[config.mk]
export PLATFORM = sky130hd
export DESIGN_NAME = sdcc_bank
export DESIGN_NICKNAME = d
export VERILOG_FILES = /design/src/rtl/sdcc_pkg.sv /design/src/rtl/sdcc_bank.sv
export SDC_FILE = /design/constraint.sdc
export NUM_CORES = 1
export LEC_CHECK = 0
export ABC_AREA = 1
export BUFFER_PORTS_ARGS = -buffer_cell sky130_fd_sc_hd__buf_4
export CAP_MARGIN = 20
export CELL_PAD_IN_SITES_DETAIL_PLACEMENT = 0
export CELL_PAD_IN_SITES_GLOBAL_PLACEMENT = 2
export CORE_MARGIN = 2
export CORE_UTILIZATION = 31
export DETAILED_ROUTE_END_ITERATION = 10
export GPL_TIMING_DRIVEN = 0
export PLACE_DENSITY = 0.89
export REMOVE_ABC_BUFFERS = 1
export SETUP_SLACK_MARGIN = 0.3
export SYNTH_ARGS = -nofsm -noshare
export SYNTH_HDL_FRONTEND = slang
export SYNTH_SLANG_ARGS = --single-unit
[constraint.sdc]
create_clock -name clk -period 2.7 [get_ports clk]
set_input_delay 0.27 -clock clk [delete_from_list [all_inputs] [get_ports clk]]
set_output_delay 0.27 -clock clk [all_outputs]
set_load 0.005 [all_outputs]
[src/rtl/sdcc_pkg.sv]
package sdcc_pkg;

    typedef enum logic [3:0] {
        C_MRS, C_REF, C_PRE, C_ACT, C_WR, C_RD, C_BST, C_NOP, C_DESEL
    } cmd_e;

    typedef enum logic [3:0] {
        B_IDLE, B_ACTIVATING, B_ACTIVE, B_READ, B_WRITE, B_WR_RECOV,
        B_READ_AP, B_WRITE_AP, B_WR_RECOV_AP, B_PRECHARGING
    } bank_st_e;

    typedef enum logic [3:0] {
        E_NONE      = 4'd0,
        E_DEV_BUSY  = 4'd1,
        E_DEV_OPEN  = 4'd2,
        E_NO_ROW    = 4'd3,
        E_ROW_OPEN  = 4'd4,
        E_AP_BUSY   = 4'd5,
        E_TRCD      = 4'd6,
        E_TRAS      = 4'd7,
        E_TRRD      = 4'd8,
        E_WR_RECOV  = 4'd9,
        E_TRP       = 4'd10
    } err_e;

endpackage

[src/rtl/sdcc_bank.sv]
module sdcc_bank
    import sdcc_pkg::*;
#(
    parameter int TRCD      = 3,
    parameter int TRAS      = 6,
    parameter int TRP       = 3,
    parameter int TDPL      = 2,
    parameter int BURST_LEN = 4
) (
    input  logic clk,
    input  logic rst_n,
    input  cmd_e cmd,
    input  logic sel,
    input  logic ap,
    input  logic accept,
    output err_e err,
    output logic idle
);

    localparam int TMAX = (BURST_LEN > TRP) ? ((BURST_LEN > TDPL) ? BURST_LEN : TDPL)
                                            : ((TRP > TDPL) ? TRP : TDPL);
    localparam int TW   = $clog2(TMAX + 1);
    localparam int RW   = $clog2(TRAS + 1);

    typedef struct packed {
        bank_st_e       st;
        logic [TW-1:0]  tmr;
        logic [RW-1:0]  ras;
    } bank_reg_t;

    bank_reg_t      r_q, r_d;
    bank_st_e       cur_st;
    logic [TW-1:0]  cur_tmr;
    logic           adv;
    logic           ap_busy;
    logic           row_open;
    logic           ras_ok;

    // Effective state at this edge: a timed state whose count has run out
    // is already its successor.
    always_comb begin
        cur_st  = r_q.st;
        cur_tmr = r_q.tmr;
        adv     = 1'b0;
        case (r_q.st)
            B_ACTIVATING: if (r_q.ras >= RW'(TRCD)) begin
                cur_st = B_ACTIVE;      adv = 1'b1;
            end
            B_READ: if (r_q.tmr == '0) begin
                cur_st = B_ACTIVE;      adv = 1'b1;
            end
            B_WRITE: if (r_q.tmr == '0) begin
                cur_st = B_WR_RECOV;    cur_tmr = TW'(TDPL - 1); adv = 1'b1;
            end
            B_WR_RECOV: if (r_q.tmr == '0) begin
                cur_st = B_ACTIVE;      adv = 1'b1;
            end
            B_READ_AP: if (r_q.tmr == '0) begin
                cur_st = B_PRECHARGING; cur_tmr = TW'(TRP - 1); adv = 1'b1;
            end
            B_WRITE_AP: if (r_q.tmr == '0) begin
                cur_st = B_WR_RECOV_AP; cur_tmr = TW'(TDPL - 1); adv = 1'b1;
            end
            B_WR_RECOV_AP: if (r_q.tmr == '0) begin
                cur_st = B_PRECHARGING; cur_tmr = TW'(TRP - 1); adv = 1'b1;
            end
            B_PRECHARGING: if (r_q.tmr == '0) begin
                cur_st = B_IDLE;        adv = 1'b1;
            end
            default: ;
        endcase
    end

    assign ap_busy  = (cur_st == B_READ_AP) || (cur_st == B_WRITE_AP) || (cur_st == B_WR_RECOV_AP);
    assign row_open = (cur_st == B_ACTIVATING) || (cur_st == B_ACTIVE) ||
                      (cur_st == B_READ) || (cur_st == B_WRITE);
    assign ras_ok   = (r_q.ras >= RW'(TRAS));
    assign idle     = (cur_st == B_IDLE);

    // Legality of the command for this bank
    always_comb begin
        err = E_NONE;
        if (sel) begin
            case (cmd)
                C_ACT: begin
                    if (ap_busy)                         err = E_AP_BUSY;
                    else if (cur_st == B_PRECHARGING)    err = E_TRP;
                    else if (cur_st != B_IDLE)           err = E_ROW_OPEN;
                end
                C_RD, C_WR: begin
                    if (ap_busy)                         err = E_AP_BUSY;
                    else if (cur_st == B_IDLE || cur_st == B_PRECHARGING)
                                                         err = E_NO_ROW;
                    else if (cur_st == B_ACTIVATING)     err = E_TRCD;
                end
                C_PRE: begin
                    if (ap_busy)                         err = E_AP_BUSY;
                    else if (cur_st == B_WR_RECOV)       err = E_WR_RECOV;
                    else if (row_open && !ras_ok)        err = E_TRAS;
                end
                default: ;
            endcase
        end
    end

    // Next state
    always_comb begin
        r_d.st  = cur_st;
        r_d.tmr = adv ? cur_tmr : ((r_q.tmr != '0) ? r_q.tmr - 1'b1 : '0);
        r_d.ras = ras_ok ? r_q.ras : r_q.ras + 1'b1;
        if (accept && sel) begin
            case (cmd)
                C_ACT: begin
                    r_d.st  = B_ACTIVATING;
                    r_d.ras = RW'(1);
                end
                C_RD: begin
                    r_d.st  = ap ? B_READ_AP : B_READ;
                    r_d.tmr = TW'(BURST_LEN - 1);
                end
                C_WR: begin
                    r_d.st  = ap ? B_WRITE_AP : B_WRITE;
                    r_d.tmr = TW'(BURST_LEN - 1);
                end
                C_PRE: if (row_open) begin
                    r_d.st  = B_PRECHARGING;
                    r_d.tmr = TW'(TRP - 1);
                end
                default: ;
            endcase
        end
    end

    always_ff @(posedge clk or negedge rst_n) begin
        if (!rst_n) begin
            r_q.st  <= B_IDLE;
            r_q.tmr <= '0;
            r_q.ras <= RW'(TRAS);
        end else begin
            r_q <= r_d;
        end
    end

    // an accepted column command only reaches a row that has matured
    a_r8_col_after_trcd: assert property (@(posedge clk) disable iff (!rst_n)
        (accept && sel && (cmd == C_RD || cmd == C_WR)) |-> (r_q.ras >= RW'(TRCD)));

    // an accepted precharge of an open row respects the row-active minimum
    a_r9_pre_after_tras: assert property (@(posedge clk) disable iff (!rst_n)
        (accept && sel && cmd == C_PRE && cur_st != B_IDLE && cur_st != B_PRECHARGING)
            |-> (r_q.ras >= RW'(TRAS)));

    // an idle bank stays idle unless an accepted activate targets it
    a_r13_idle_holds: assert property (@(posedge clk) disable iff (!rst_n)
        (r_q.st == B_IDLE && !(accept && sel && cmd == C_ACT)) |=> (r_q.st == B_IDLE));

endmodule

==> impl_metrics.toml, run 1 <==
[status]
status = "finished clean"

[cts]
clk_pin_slew_ns = 0.05
insertion_delay_ns = 0.23
htreeDepth = 1
cts_tree = "yes"
clock_sinks = 10
cts_root_buffer = "clkbuf_8"
cts_made_buffers = 3
cts_buffer_depth = 2

[timing]
tightest_slew_ns = 0.541
holdWs_ns = 0.317
post-route-period-util_pct = 89.9
final_hold_viol_count = 0
drv_slew = 0
rsz0062_at_grt = "yes"
tns_ns = 0
fin_ws_ns = 0.272
fmax_mhz = 412
setup_viol = 0
fin_crit_ns = 2.43
relSlewSlack_pct = 63.7
clock_skew_ns = 0.00162

[routing]
num_vias = 1280
antenna_left = 0
drt_wl_total_mm = 2.97
drt_iter0_markers = 82
drc = 0
vias_per_cell = 4.62
wl_per_cell_um = 10.7
dr.pass1.iters = 4

[pwr]
p_sw_uw = 810
switching_share_pct = 49.4
p_per_area_nw_per_um2 = 994
clkPwrFrac_pct = 9.5
internal-power_uw = 829
total_power_uw = 1640
seq_power_share_pct = 20.0
power_leakage_uw = 0.000848
ir_drop_mv = 0.545
pwr-share-comb_pct = 70.5

[setup_path]
required_ns = 2.43
path_delay_family = "simple AND/OR/NAND/NOR gates"
r2r_end = "r_q[3]$_DFF_PN0_"
startpoint_type = "register"
crit_slowest_cell = "dfstp_2"
r2r-start = "r_q[4]$_DFF_PN0_"
startpoint = "r_q[1]$_DFF_PN1_"
worstSetupEndpointType = "output port"
critical_path.endpoint = "err[0]"
rr_worst_depth = 14
slowest_delay_ns = 0.54
cp_num_buf_inv = 1
cp.arrival_ns = 2.16
cp_cell_sequence = "ha_4 -> ha_4 -> nor2_4 -> nand2_4 -> nor2_4 -> nor2_4 -> nand4_4 -> nor2_4 -> nand2_2 -> nand2_1 -> nand2_1 -> nand2_1 -> nand2_1 -> a21oi_2 -> buf_4"
path_depth = 15
r2r_slack_ns = 0.69
cp_max_fo = 4
path_class = "register to output port"

[floorplanning]
dieWidth_um = 66.6
die_y_um = 66.6
io_pins = 14
dieArea_sq_um = 4440
start_util_pct = 32.7
core_sq_um = 3720
std_cell_rows = 22

[logic_synthesis]
yosys.cell_types.count = 31
synth_fa_ha_area_share_pct = 5.14
synthXorXnorAreaFrac_pct = 0.720
syn_area_sq_um = 1220
synthCells = 200
yosysTopAreaCell = "nand2_1"
postSynthAreaPerCell_sq_um = 6.08
synth_mux_area_share_pct = 0
synth_compound_area_share_pct = 13.0
synthSimpleGateAreaFrac_pct = 49.5
synth_top_family_by_area = "simple AND/OR/NAND/NOR gates"
synth_top_area_share_pct = 17.9
ys_ff_latch = 10
ys_warn_count = 0
ys_seq_area_share_pct = 20.8
netlist_top_cells_area = "nand2_1, dfrtp_1, inv_1"

[grt]
grt_busiest_layer = "met2"
first_global_vias = 1174
met2_usage_pct = 24.3
grt_use_total_pct = 14.8
use_met3_pct = 3.04
use_met1_pct = 20.1
antenna_found_initial = 0
grt_max_degree = 11
grt_pass1_wl_mm = 5.13
grt-ovfl-total = 0

[layout]
num_antenna_cells = 0
final_nets = 244
regMostFlops = "r_q"
synthToLayoutAreaGrowth_pct = 35.5
largest_reg_flops = 10
mostFrequentLayoutCells = "nand2_1, buf_4, inv_1"
reg.largest.list = "r_q (10)"
final_common_cell = "nand2_1"
n_fill_cell = 402
layout-drive-gt1-share_pct = 38.4

[placed_design]
dpl.hpwl_mm = 2.31
post-place-ws_ns = 0.152
gp_congestion = 0.839
portBuffers = 13

[worst_hold_path]
min_from = "ap"
hold_class = "input pin to register"

[run]
cap_violations = 0
## per-stage QoR
step                      cells  area (sq um)  util, %
final                       277          1650     44.3
after global routing        277          1650     44.3
after CTS                   273          1570     42.3
after detailed placement    259          1360     36.6
after global placement      259          1360     36.6
after floorplan             198          1200        -
## power groups by stage
stage | Combinational [uW] | Clock, uW | Sequential, uW
after detailed placement | 866 | 0 | 312
final | 1150 | 156 | 328
after CTS | 1040 | 161 | 319
after floorplan | 688 | 0 | 291
after global routing | 1310 | 170 | 336
after global placement | 873 | 0 | 314
## worst register-to-register path, stage by stage (launching register included)
cell and delay (ns):
dfrtp_1 0.42, nor2_4 0.17, ha_4 0.18, inv_2 0.08, nand3_1 0.13, nand4_1 0.14, nor2_2 0.19, inv_1 0.10
nand2_4 0.08, buf_4 0.10, nand2_2 0.06, inv_2 0.06, nand3_2 0.08, nand2_1 0.08, nand2_1 0.05
## layer usage
metal,wire (um),vias to the layer above
met3,108,4
met2,1330,28
met1,1490,554
li1,-,694
met5,0,-
met4,44,0
## kinds of logic after synthesis
group / Yosys count
compound gates: 24
buf+inv: 34
simple gates: 126
fa+ha+maj: 5
flops: 10
xor+xnor: 1
## area by class of cell
type	count	area [sq um]	area share, %
repair buffers	27	209	12.7
inverters	32	120	7.29
well taps	48	60.1	3.64
multi-input cells	156	960	58.2
flip-flops and latches	10	254	15.4
clock buffers	4	45.0	2.73
## timing repair
item	4_1_cts	5_1_grt
setup buffers	9	4
hold buffers	1	0
endpoints found under the setup margin	5	4
gates resized for setup	18	13
pin swaps	9	7
hold endpoints to repair	8	0
## synth_stat cells
cell type	count
o21ai_0	7
inv_1	24
dfrtp_1	8
nor2_1	24
nand3b_1	2
a21oi_1	4
nand3_1	11
o211ai_1	1
nand2_2	10
xnor2_1	1
o21ai_1	1
o21ai_2	3
a32o_1	1
a22oi_1	1
a21boi_1	1
or2_2	1
buf_2	1
inv_2	8
nand3_2	3
nand4_2	1
nand4_1	3
nor2_2	8
o2111ai_1	1
a31oi_1	2
nor2_4	3
dfstp_2	2
ha_1	5
nor3_1	2
a21oi_2	2
buf_4	1
nand2_1	58
## how the worst min path moves through the flow
stage | cells past startpoint | slack, ns | end
global placement | 1 | 0.11 | r_q[3]$_DFF_PN0_
finish | 3 | 0.32 | r_q[7]$_DFF_PN0_
detailed placement | 1 | 0.11 | r_q[8]$_DFF_PN0_
CTS | 3 | 0.32 | r_q[7]$_DFF_PN0_
floorplan | 0 | -0.03 | r_q[0]$_DFF_PN0_
global route | 3 | 0.35 | r_q[7]$_DFF_PN0_
(Power assumes the default switching activity.)
==> inputs of run 2 (changes only) <==
- CORE_UTILIZATION: 31 -> 33
- PLACE_DENSITY: 0.89 -> 0.93
- clock period: 2.7 -> 3 ns (I/O delays scaled with it)
==> run 2 against run 1 <==
Final cell count down 2.9%. Cell area down 5.8%. Clock power up 6%. Worst setup slack better by 0.16 ns. Routed wire length down 0.88%. Critical path type unchanged. Critical endpoint unchanged. Largest cell class unchanged.
==> impl_metrics.toml, run 2 (synthesis results as in run 1) <==
[worst_hold_path]
hold_class = "input pin to register"
min_from = "ap"

[timing]
fin_ws_ns = 0.434
tns_ns = 0
relSlewSlack_pct = 63.7
drv_slew = 0
post-route-period-util_pct = 85.5
holdWs_ns = 0.364
tightest_slew_ns = 0.541
final_hold_viol_count = 0
clock_skew_ns = 0.00101
fin_crit_ns = 2.57
rsz0062_at_grt = "no"
setup_viol = 0
fmax_mhz = 390

[floorplanning]
die_y_um = 64.7
core_sq_um = 3610
dieArea_sq_um = 4190
dieWidth_um = 64.7
start_util_pct = 33.7
io_pins = 14
std_cell_rows = 22

[status]
status = "finished clean"

[placed_design]
portBuffers = 13
gp_congestion = 0.879
dpl.hpwl_mm = 2.34
post-place-ws_ns = 0.460
postPlaceCellArea_sq_um = 1360

[layout]
mostFrequentLayoutCells = "nand2_1, inv_1, nor2_1"
reg.largest.list = "r_q (10)"
num_antenna_cells = 0
final_common_cell = "nand2_1"
synthToLayoutAreaGrowth_pct = 27.7
finalInstanceArea_sq_um = 1550
regMostFlops = "r_q"
n_fill_cell = 384
largest_reg_flops = 10
layout-drive-gt1-share_pct = 34.4
final_nets = 236

[grt]
antenna_found_initial = 0
grt-ovfl-total = 0
grt_pass1_wl_mm = 4.75
first_global_vias = 1142
grt_max_degree = 11
grt_use_total_pct = 14.2

[setup_path]
slowest_delay_ns = 0.57
cp_max_fo = 4
path_class = "register to output port"
startpoint = "r_q[1]$_DFF_PN1_"
crit_slowest_cell = "dfstp_2"
r2r-start = "r_q[1]$_DFF_PN1_"
cp_cell_sequence = "ha_4 -> ha_4 -> nor2_2 -> nand2_2 -> nor2_4 -> nor2_4 -> nand4_4 -> nor2_4 -> nand2_1 -> nand2_2 -> nor2_1 -> nand2_1 -> nand2_1 -> a21oi_2 -> buf_4"
worstSetupEndpointType = "output port"
startpoint_type = "register"
required_ns = 2.70
cp.arrival_ns = 2.27

[routing]
dr.pass1.iters = 4
drt_wl_total_mm = 2.95
antenna_left = 0
num_vias = 1229
vias_per_cell = 4.57
wl_per_cell_um = 10.9
drt_iter0_markers = 90
drc = 0

[pwr]
p_per_area_nw_per_um2 = 880
power_leakage_uw = 0.000804
ir_drop_mv = 0.511

[cts]
cts_tree = "yes"
cts_root_buffer = "clkbuf_8"
cts_made_buffers = 3
insertion_delay_ns = 0.23
clock_sinks = 10
clk_pin_slew_ns = 0.05
htreeDepth = 1
cts_buffer_depth = 2

[run]
cap_violations = 0
run 2: critical path: cells and delay by family, from the launching register on:
family | cells | cell delay, ns
flops | 1 | 0.57
buf+inv | 1 | 0.11
simple gates | 11 | 0.94
compound gates | 1 | 0.14
fa+ha+maj | 2 | 0.26
run 2: path summary, 6_finish.rpt:
path,end,slack (ns),cells past startpoint
worst min register to register,r_q[1]$_DFF_PN1_,0.60,2
min in group asynchronous,r_q[4]$_DFF_PN0_,0.43,2
worst max register to register,r_q[3]$_DFF_PN0_,0.97,15
max in group asynchronous,r_q[2]$_DFF_PN1_,2.35,2
worst min-delay path,r_q[7]$_DFF_PN0_,0.36,3
worst max-delay path,err[0],0.43,15
run 2: cell type report:
type	count	area, sq um	area share, %
Multi-Input combinational cell	156	920	59.2
Sequential cell	10	253	16.3
Timing Repair Buffer	19	145	9.35
Inverter	32	120	7.74
Tap cell	48	60.1	3.87
Clock buffer	4	55.1	3.55
run 2: repair_timing:
action,in CTS,in global routing
pin swaps,0,10
buffers inserted,0,5
resized for setup,1,18
setup endpoints to repair,3,3
hold endpoints to repair,8,0
hold buffers,1,0
run 2: through the flow:
stage	utilization, %	std cells	total power [uW]
2_1_floorplan	-	198	881
3_3_place_gp	37.8	259	1070
3_5_place_dp	37.8	259	1060
4_1_cts	39.6	264	1240
5_1_grt	43.1	269	1510
6_report	43.1	269	1370
run 2: power by group:
group | total (uW) | switching [uW] | internal (uW)
registers | 287 | 84.2 | 203
clock network | 166 | 50.8 | 115
logic | 913 | 542 | 371
total | 1370 | 677 | 689
run 2: layer usage:
layer | vias to the layer above | share of wire, % | GRT usage [%]
li1 | 673 | - | -
met1 | 531 | 49 | 18.3
met2 | 21 | 47 | 24.4
met3 | 4 | 2.7 | 3.13
met4 | 0 | 1.2 | 2.93
met5 | - | 0 | 0
==> inputs of run 3 (changes only) <==
- PLACE_DENSITY: 0.93 -> 0.94
==> run 3 against run 2 <==
Critical path type unchanged. Cell area did not move. Worst setup slack improved by 0.0053 ns. Largest power group unchanged. Die area did not move. Highest routed layer is now met3. Power fell by 0.52%. First-iteration DRC count rose by 29%. Critical endpoint unchanged. Core utilization did not move.
==> impl_metrics.toml, run 3 (synthesis results as in run 1) <==
[setup_path]
startpoint_type = "register"
required_ns = 2.70
r2r_slack_ns = 0.99
r2r_end = "r_q[3]$_DFF_PN0_"
r2r-start = "r_q[1]$_DFF_PN1_"
worstSetupEndpointType = "output port"
rr_worst_depth = 15
cp.arrival_ns = 2.26
path_class = "register to output port"
cp_max_fo = 4

[floorplanning]
dieWidth_um = 64.7
core_sq_um = 3610
io_pins = 14
std_cell_rows = 22
dieArea_sq_um = 4190
start_util_pct = 33.7
die_y_um = 64.7

[timing]
fin_ws_ns = 0.440
fmax_mhz = 391
tightest_slew_ns = 0.458
fin_crit_ns = 2.56
holdWs_ns = 0.352
tns_ns = 0
clock_skew_ns = 0.00323
final_hold_viol_count = 0
relSlewSlack_pct = 69.3
drv_slew = 0
rsz0062_at_grt = "no"
post-route-period-util_pct = 85.3
setup_viol = 0

[layout]
stdcell_count = 269
mostFrequentLayoutCells = "nand2_1, inv_1, nor2_1"
num_antenna_cells = 0
reg.largest.list = "r_q (10)"
n_fill_cell = 393
layout-drive-gt1-share_pct = 33.9
largest_reg_flops = 10
synthToLayoutAreaGrowth_pct = 27.7
final_common_cell = "nand2_1"
final_nets = 236
regMostFlops = "r_q"

[grt]
grt_max_degree = 11
grt-ovfl-total = 0
antenna_found_initial = 0
grt_pass1_wl_mm = 4.77
grt_use_total_pct = 14.2
first_global_vias = 1097

[cts]
insertion_delay_ns = 0.23
clk_pin_slew_ns = 0.05
htreeDepth = 1
clock_sinks = 10
cts_made_buffers = 3
cts_buffer_depth = 2
cts_tree = "yes"
cts_root_buffer = "clkbuf_8"

[routing]
vias_per_cell = 4.56
antenna_left = 0
dr.pass1.iters = 4
wl_per_cell_um = 10.7
drc = 0
drt_wl_total_mm = 2.87
drt_iter0_markers = 116
num_vias = 1227

[pwr]
ir_drop_mv = 0.509
seq_power_share_pct = 21.5
internal-power_uw = 683
clkPwrFrac_pct = 12.2
p_per_area_nw_per_um2 = 875
p_sw_uw = 675
switching_share_pct = 49.7
pwr-share-comb_pct = 66.3
power_leakage_uw = 0.000805

[placed_design]
gp_congestion = 0.858
dpl.hpwl_mm = 2.29
portBuffers = 13
dp.cells = 259
post-place-ws_ns = 0.452

[worst_hold_path]
hold_class = "input pin to register"
min_from = "ap"
holdPathEnd = "r_q[7]$_DFF_PN0_"
worstHoldPathCells = 3

[run]
cap_violations = 0

[status]
status = "finished clean"
## run 3: worst max path at each step
stage,start,endpoint,slack [ns],cells after the start
after floorplan,r_q[3]$_DFF_PN0_,err[0],0.86,12
after global placement,r_q[3]$_DFF_PN0_,err[0],0.43,13
after detailed placement,r_q[3]$_DFF_PN0_,err[0],0.45,13
after CTS,r_q[3]$_DFF_PN0_,err[0],0.30,13
after global routing,r_q[1]$_DFF_PN1_,err[0],0.29,15
final,r_q[1]$_DFF_PN1_,err[0],0.44,15
## run 3: timing repair
| action | CTS | global route |
|---|---|---|
| hold buffers | 1 | 0 |
| setup endpoints to repair | 3 | 3 |
| pin swaps | 0 | 10 |
| endpoints found under the hold margin | 8 | 0 |
| resized for setup | 1 | 18 |
| setup buffers | 0 | 5 |
## run 3: layer usage
metal	part of all wire (%)	track usage, %	vias up	routed length, um
met1	51	19.7	529	1450
li1	-	-	673	-
met5	0	0	-	0
met3	3.7	2.78	0	107
met4	0	3.19	0	0
met2	46	22.7	25	1310
## run 3: power groups by stage
stage	Clock, uW	Combinational (uW)	Sequential (uW)
2_1_floorplan	0	619	262
3_3_place_gp	0	783	282
3_5_place_dp	0	779	280
4_1_cts	170	788	278
5_1_grt	178	1030	302
6_report	166	900	293
## run 3: through the flow
stage               util (%)  total power [uW]  cell area (sq um)
finish                  43.1              1360               1550
global route            43.1              1510               1550
CTS                     39.6              1240               1430
detailed placement      37.8              1060               1360
global placement        37.8              1070               1360
floorplan                  -               881               1200
## run 3: final cells by class
| type | instances | area [sq um] | share of cell area, % |
|---|---|---|---|
| clock buffers | 4 | 55.1 | 3.55 |
| well taps | 48 | 60.1 | 3.87 |
| flip-flops and latches | 10 | 253 | 16.3 |
| inverters | 32 | 120 | 7.74 |
| repair buffers | 19 | 145 | 9.35 |
| multi-input cells | 156 | 920 | 59.2 |
## run 3: worst max-delay path, stage by stage (launching register included)
cell     delay (ns)
dfstp_2        0.57
ha_4           0.14
ha_4           0.11
nor2_2         0.03
nand2_2        0.12
nor2_4         0.06
nor2_4         0.14
nand4_4        0.10
nor2_4         0.16
nand2_2        0.07
nand2_2        0.09
nor2_1         0.05
nand2_1        0.06
nand2_1        0.06
a21oi_2        0.14
buf_4          0.11
